[src/rtl/pdc_pkg.sv]
// Shared definitions for the retention controller: the state domains whose
// clear enables the block drives, and which of them are initialized on entry.
package pdc_pkg;

    typedef enum int unsigned {
        DOM_CORE      = 0,  // PC, accumulator, B, carry
        DOM_STACKPTR  = 1,  // stack pointer, loaded with 7
        DOM_IRQ_GRP1  = 2,
        DOM_IRQ_GRP2  = 3,
        DOM_OSC_SEL   = 4,
        DOM_CLK_CTL   = 5,
        DOM_TMR_CTL   = 6,
        DOM_ADC_CTL   = 7,
        DOM_KEY_WAKE  = 8,
        DOM_PULLUP    = 9,
        DOM_PORT_DIR  = 10,
        DOM_EXT_FLAGS = 11,
        DOM_ADC_DONE  = 12,
        DOM_INT_EN    = 13,
        DOM_WDT       = 14
    } pdc_dom_e;

    localparam int unsigned PDC_NDOM = 15;

    // True when a domain is initialized as sleep is entered.
    function automatic logic cleared_on_entry(input int unsigned d);
        case (d)
            DOM_CORE, DOM_STACKPTR, DOM_IRQ_GRP1, DOM_CLK_CTL,
            DOM_EXT_FLAGS, DOM_ADC_DONE, DOM_INT_EN, DOM_WDT: return 1'b1;
            default:                                          return 1'b0;
        endcase
    endfunction

endpackage

[src/rtl/pdc_arm_seq.sv]
// Arming sequencer: remembers whether the last executed instruction was the
// arming instruction and flags a valid power-off entry.
// Assumes at most one decode strobe is high per executed instruction.
module pdc_arm_seq (
    input  logic clk,
    input  logic rst_n,
    input  logic cold_i,
    input  logic in_sleep_i,
    input  logic ins_valid_i,
    input  logic ins_arm_i,
    input  logic ins_pwroff_i,
    output logic enter_o
);
    logic armed_q;

    // Entry: power-off executes right after the arm, not asleep, no cold reset.
    assign enter_o = ins_valid_i & ins_pwroff_i & armed_q & ~in_sleep_i & ~cold_i;

    // Arm latch follows each executed instruction; idle cycles keep it.
    always_ff @(posedge clk) begin
        if (!rst_n || cold_i) begin
            armed_q <= 1'b0;
        end else if (ins_valid_i && !in_sleep_i) begin
            armed_q <= ins_arm_i & ~ins_pwroff_i;
        end
    end
endmodule

[src/rtl/pdc_start_track.sv]
// Sleep state, restart request and power-down flag.
// Assumes cold_i already excludes the reset pin, which acts through rst_n.
module pdc_start_track (
    input  logic clk,
    input  logic rst_n,
    input  logic cold_i,
    input  logic enter_i,
    input  logic wake_i,
    output logic sleep_o,
    output logic restart_o,
    output logic pdflag_o
);
    logic sleep_q, restart_q, pd_q;
    logic wake_ok;

    assign wake_ok = sleep_q & wake_i;

    // Cold sources beat wakeup and entry; wakeup marks a warm start.
    always_ff @(posedge clk) begin
        if (!rst_n || cold_i) begin
            sleep_q   <= 1'b0;
            pd_q      <= 1'b0;
            restart_q <= 1'b1;
        end else begin
            restart_q <= wake_ok;
            if (wake_ok) begin
                sleep_q <= 1'b0;
                pd_q    <= 1'b1;
            end else if (enter_i) begin
                sleep_q <= 1'b1;
            end
        end
    end

    assign sleep_o   = sleep_q;
    assign restart_o = restart_q;
    assign pdflag_o  = pd_q;
endmodule

[src/rtl/pdc_retain_ctl.sv]
// Retain/clear control: per-domain clear pulses, detector keep latch and
// counter/port pin treatment during sleep.
// Assumes enter_i and cold_i are never both high (the sequencer ensures it).
module pdc_retain_ctl #(
    parameter int unsigned NDOM         = pdc_pkg::PDC_NDOM,
    parameter int unsigned CNTR_MODE_W  = 2,
    parameter logic [CNTR_MODE_W-1:0] CNTR_IN_CODE = '1
) (
    input  logic                   clk,
    input  logic                   rst_n,
    input  logic                   cold_i,
    input  logic                   enter_i,
    input  logic                   sleep_i,
    input  logic                   ins_valid_i,
    input  logic                   ins_lvd_en_i,
    input  logic                   lvd_pin_en_i,
    input  logic [CNTR_MODE_W-1:0] cntr_mode_i,
    output logic [NDOM-1:0]        clr_o,
    output logic                   cntr_drive_low_o,
    output logic                   cntr_hiz_o,
    output logic                   lvd_keep_o
);
    logic [NDOM-1:0] clr_q;
    logic            lvd_q;
    logic            cntr_is_input;

    for (genvar g = 0; g < NDOM; g++) begin : g_dom
        localparam logic ON_ENTRY = pdc_pkg::cleared_on_entry(g);
        // One-cycle clear for this domain on a cold reset or, if listed, on entry.
        always_ff @(posedge clk) begin
            if (!rst_n) begin
                clr_q[g] <= 1'b1;
            end else begin
                clr_q[g] <= cold_i | (enter_i & ON_ENTRY);
            end
        end
    end

    // Detector keep latch: last enable instruction samples the external pin.
    always_ff @(posedge clk) begin
        if (!rst_n || cold_i) begin
            lvd_q <= 1'b0;
        end else if (ins_valid_i && ins_lvd_en_i && !sleep_i) begin
            lvd_q <= lvd_pin_en_i;
        end
    end

    assign cntr_is_input    = (cntr_mode_i == CNTR_IN_CODE);
    assign cntr_drive_low_o = sleep_i & ~cntr_is_input;
    assign cntr_hiz_o       = sleep_i & cntr_is_input;
    assign lvd_keep_o       = sleep_i & lvd_q;
    assign clr_o            = clr_q;
endmodule

[src/rtl/pdc_ctrl.sv]
// Top of the retention controller: merges cold sources and wires the
// arming sequencer, start tracker and retain/clear control together.
// Assumes all inputs are synchronous to clk.
module pdc_ctrl #(
    parameter int unsigned NDOM        = pdc_pkg::PDC_NDOM,
    parameter int unsigned CNTR_MODE_W = 2
) (
    input  logic                   clk,
    input  logic                   rst_n,
    input  logic                   ins_valid_i,
    input  logic                   ins_arm_i,
    input  logic                   ins_pwroff_i,
    input  logic                   ins_lvd_en_i,
    input  logic                   lvd_pin_en_i,
    input  logic                   wake_i,
    input  logic                   wdt_rst_i,
    input  logic                   lvd_rst_i,
    input  logic                   sw_rst_i,
    input  logic [CNTR_MODE_W-1:0] cntr_mode_i,
    output logic                   osc_stop_o,
    output logic                   port_hold_o,
    output logic                   restart_o,
    output logic                   pdflag_o,
    output logic [NDOM-1:0]        clr_o,
    output logic                   cntr_drive_low_o,
    output logic                   cntr_hiz_o,
    output logic                   lvd_keep_o
);
    logic cold, enter, sleep;

    assign cold = wdt_rst_i | lvd_rst_i | sw_rst_i;

    pdc_arm_seq u_arm (
        .clk         (clk),
        .rst_n       (rst_n),
        .cold_i      (cold),
        .in_sleep_i  (sleep),
        .ins_valid_i (ins_valid_i),
        .ins_arm_i   (ins_arm_i),
        .ins_pwroff_i(ins_pwroff_i),
        .enter_o     (enter)
    );

    pdc_start_track u_track (
        .clk      (clk),
        .rst_n    (rst_n),
        .cold_i   (cold),
        .enter_i  (enter),
        .wake_i   (wake_i),
        .sleep_o  (sleep),
        .restart_o(restart_o),
        .pdflag_o (pdflag_o)
    );

    pdc_retain_ctl #(
        .NDOM       (NDOM),
        .CNTR_MODE_W(CNTR_MODE_W)
    ) u_retain (
        .clk             (clk),
        .rst_n           (rst_n),
        .cold_i          (cold),
        .enter_i         (enter),
        .sleep_i         (sleep),
        .ins_valid_i     (ins_valid_i),
        .ins_lvd_en_i    (ins_lvd_en_i),
        .lvd_pin_en_i    (lvd_pin_en_i),
        .cntr_mode_i     (cntr_mode_i),
        .clr_o           (clr_o),
        .cntr_drive_low_o(cntr_drive_low_o),
        .cntr_hiz_o      (cntr_hiz_o),
        .lvd_keep_o      (lvd_keep_o)
    );

    assign osc_stop_o  = sleep;
    assign port_hold_o = sleep;
endmodule

[config.mk]
export PLATFORM = sky130hd
export DESIGN_NAME = pdc_ctrl
export DESIGN_NICKNAME = d
export VERILOG_FILES = /design/src/rtl/pdc_pkg.sv /design/src/rtl/pdc_arm_seq.sv /design/src/rtl/pdc_start_track.sv /design/src/rtl/pdc_retain_ctl.sv /design/src/rtl/pdc_ctrl.sv
export SDC_FILE = /design/constraint.sdc
export NUM_CORES = 1
export LEC_CHECK = 0
export BUFFER_PORTS_ARGS = -buffer_cell sky130_fd_sc_hd__clkbuf_2
export CAP_MARGIN = 20
export CORE_UTILIZATION = 32
export CTS_CLUSTER_DIAMETER = 50
export DETAILED_ROUTE_END_ITERATION = 10
export HOLD_SLACK_MARGIN = 0.12
export PLACE_DENSITY = 0.71
export SETUP_SLACK_MARGIN = 0.15
export SYNTH_ARGS = -nofsm -noshare
export SYNTH_HDL_FRONTEND = slang
export SYNTH_HIERARCHICAL = 1
export SYNTH_SLANG_ARGS = --single-unit
export TNS_END_PERCENT = 5
[constraint.sdc]
create_clock -name clk -period 1.2 [get_ports clk]
set_clock_uncertainty 0.1 [all_clocks]
set_input_delay 0.06 -clock clk [delete_from_list [all_inputs] [get_ports clk]]
set_output_delay 0.06 -clock clk [all_outputs]
set_load 0.01 [all_outputs]
==> flow_summary.toml <==
[clock_tree]
cts.path.max_buffers = 2
clk_latency_ps = 240
clkSlewWorstSetupHoldPaths_ps = 50
holdBufCountCts = 5
numCtsBuffers = 3
cts-root-buf = "clkbuf_4"
htreeDepth = 1
cts_tree = "built"
clkSinkCount = 7

[global_routing]
antenna_found_initial = 0
grt_pass1_wl_um = 1152
grt_max_degree = 9
grt_pass1_vias = 310
grt_overflow_total = 0
grt_use_total = 0.1194

[floorplan]
die_y_um = 38.62
pin_count = 35
core_um2 = 1171
initial_core_util = 0.3665
dieArea_um2 = 1492
row_count = 12
die_x_um = 38.62

[pwr]
peakVddDrop_mv = 0.5140
power_frac_seq = 0.447
p_int_mw = 0.4067
p_sw_frac = 0.2316
p_per_area_nw_per_um2 = 844.4
p_sw_mw = 0.1226
finalPower_mw = 0.5293
p_comb_frac = 0.157
leakagePower_nw = 0.3280
clockPowerShare = 0.395

[critical_path]
max_stage_delay_ps = 370
path_max_fanout = 7
cpMaxStageDelayCell = "dfxtp_4"
r2r_setup_slack_ps = 160
arrival_ps = 890
path_cells = "a21boi_2 -> buf_2"
start_kind = "register"
crit_path_end_kind = "output port"
path_class = "reg2out"
critPathRequiredTime_ps = 1040

[synthesis]
synthCells = 43
synth_seq_area_share = 0.3265
ys_warn_count = 6
ys_ff_latch = 7
syn-num-nets = 56
yosysUniqueCellTypes = 20
syn_area_per_cell_um2 = 9.981
synthesis.area_um2 = 429.2

[sta]
fin_crit_sh = 0.8754
hold_viol = 0
worst_slew_margin_rel = 0.8460
layout_setup_ws_ps = 149.5
slew_violations = 0
max_freq_mhz = 951.9
fin_crit_ps = 1051
rsz0062_at_grt = "true"
worst_pin_slew_ps = 230.6
holdWs_ps = 38.30
setup_viol = 0

[placed_design]
place_ws_ps = -2.141
hpwl_um = 614.2
portBuffers = 34
dpl.cell_count = 78
gp_congestion = 0.6475
placed_cell_area_um2 = 530.5

[finish]
antennaDiodeCount = 0
final_area_um2 = 626.9
area_delta_synth_final_pct = 46.06
fin_cells = 87
layout-drive-gt1-share = 0.6712
nNetsFinal = 87

[drt]
met2WireLength_um = 383
vias = 379
routed.top_layer = "met4"
wl_met1_um = 359
routed_via_density = 4.356
wl_per_cell_um = 9.563
wl_met3_um = 80
wl_um = 832
first_iter_violations = 1
drc = 0
ant_nets = 0
first_pass_iters = 2

[outcome]
status = "completed"

[job]
drv_cap = 0

[hold_path]
min_path_type = "in2reg"
per-layer routing:
layer,global-route usage,vias to the layer above
met4,0.1034,0
met2,0.2000,28
li1,-,195
met5,0,-
met3,0.03468,2
met1,0.1179,154
power by group through the flow:
stage / combinational, mW / sequential (mW) / clock [mW]
finish: 0.0832 / 0.237 / 0.209
floorplan: 0.0399 / 0.245 / 0
detailed placement: 0.0663 / 0.244 / 0
global route: 0.0898 / 0.238 / 0.232
CTS: 0.0816 / 0.237 / 0.214
global placement: 0.0655 / 0.244 / 0
worst max-delay path: cells and delay by family (launching register included):
family / cells / cell delay (ps)
compound gates: 1 / 150
flops: 1 / 370
buf+inv: 1 / 130
final timing paths:
path | cells after the start | endpoint | start
worst max-delay path | 2 | cntr_drive_low_o | u_track/sleep_o
worst max register to register | 4 | u_track/sleep_o | u_track/sleep_o
worst min register to register | 2 | u_track/pdflag_o | u_track/pdflag_o
worst min-delay path | 3 | u_arm/armed_q | sw_rst_i
what timing repair did:
item,CTS,global route
pin swaps,1,0
hold endpoints to repair,7,2
setup endpoints to repair,4,20
buffers inserted,0,0
gates resized for setup,4,2
state kept, by name (all words and copies together), names as in the netlist:
signal and count:
u_retain/clr_o 2, u_arm/armed_q 1, u_retain/lvd_q 1, u_track/pdflag_o 1, u_track/restart_o 1, u_track/sleep_o 1
cells by family (layout without fill, tap and decap cells):
group / after synthesis / in the layout / share of synthesized area
AOI/OAI and AO/OA: 5 / 5 / 0.09039
buffers and inverters: 14 / 44 / 0.2449
DFF: 7 / 7 / 0.3265
muxes: 1 / 1 / 0.02332
and+or+nand+nor: 16 / 16 / 0.3149
cell type report:
cell class	instances	area (um^2)
flip-flops and latches	7	143.9
well taps	14	17.52
fillers	109	544.3
clock buffers	4	26.28
repair buffers	40	227.7
multi-input cells	22	211.5
placed cells by master, fill, tap and decap left out, drive strengths merged:
cell | synthesis | final
nand2b | 3 | 3
mux2i | 1 | 1
buf | 14 | 2
nor3b | 1 | 1
or2 | 1 | 1
a21oi | 2 | 2
nor2 | 2 | 2
dfxtp | 7 | 7
nand3b | 3 | 3
nor3 | 1 | 1
dlygate4sd3 | 0 | 5
a21o | 1 | 1
and2 | 1 | 1
nand2 | 1 | 1
and4bb | 1 | 1
a21boi | 1 | 1
and3 | 1 | 1
a211oi | 1 | 1
or3 | 1 | 1
clkbuf | 0 | 37
Yosys cell counts:
cell type	number	area share
buf_4	14	0.24
dfxtp_1	7	0.33
a21oi_1	2	0.023
nand2b_4	2	0.064
nand3b_1	2	0.035
nor2_1	2	0.017
a211oi_2	1	0.029
a21boi_0	1	0.017
a21o_2	1	0.020
and2_1	1	0.015
and3_1	1	0.015
and4bb_1	1	0.029
mux2i_1	1	0.023
nand2_1	1	0.0087
nand2b_1	1	0.015
nand3b_4	1	0.047
nor3_1	1	0.012
nor3b_2	1	0.029
or2_1	1	0.015
or3_1	1	0.015
per-stage QoR:
| stage | setup TNS (ps) | utilization |
|---|---|---|
| 2_1_floorplan | 0 | - |
| 3_3_place_gp | 0 | 0.4530 |
| 3_5_place_dp | -2.141 | 0.4530 |
| 4_1_cts | 0 | 0.5299 |
| 5_1_grt | 0 | 0.5353 |
| 6_report | 0 | 0.5353 |
(Power assumes the default switching activity.)
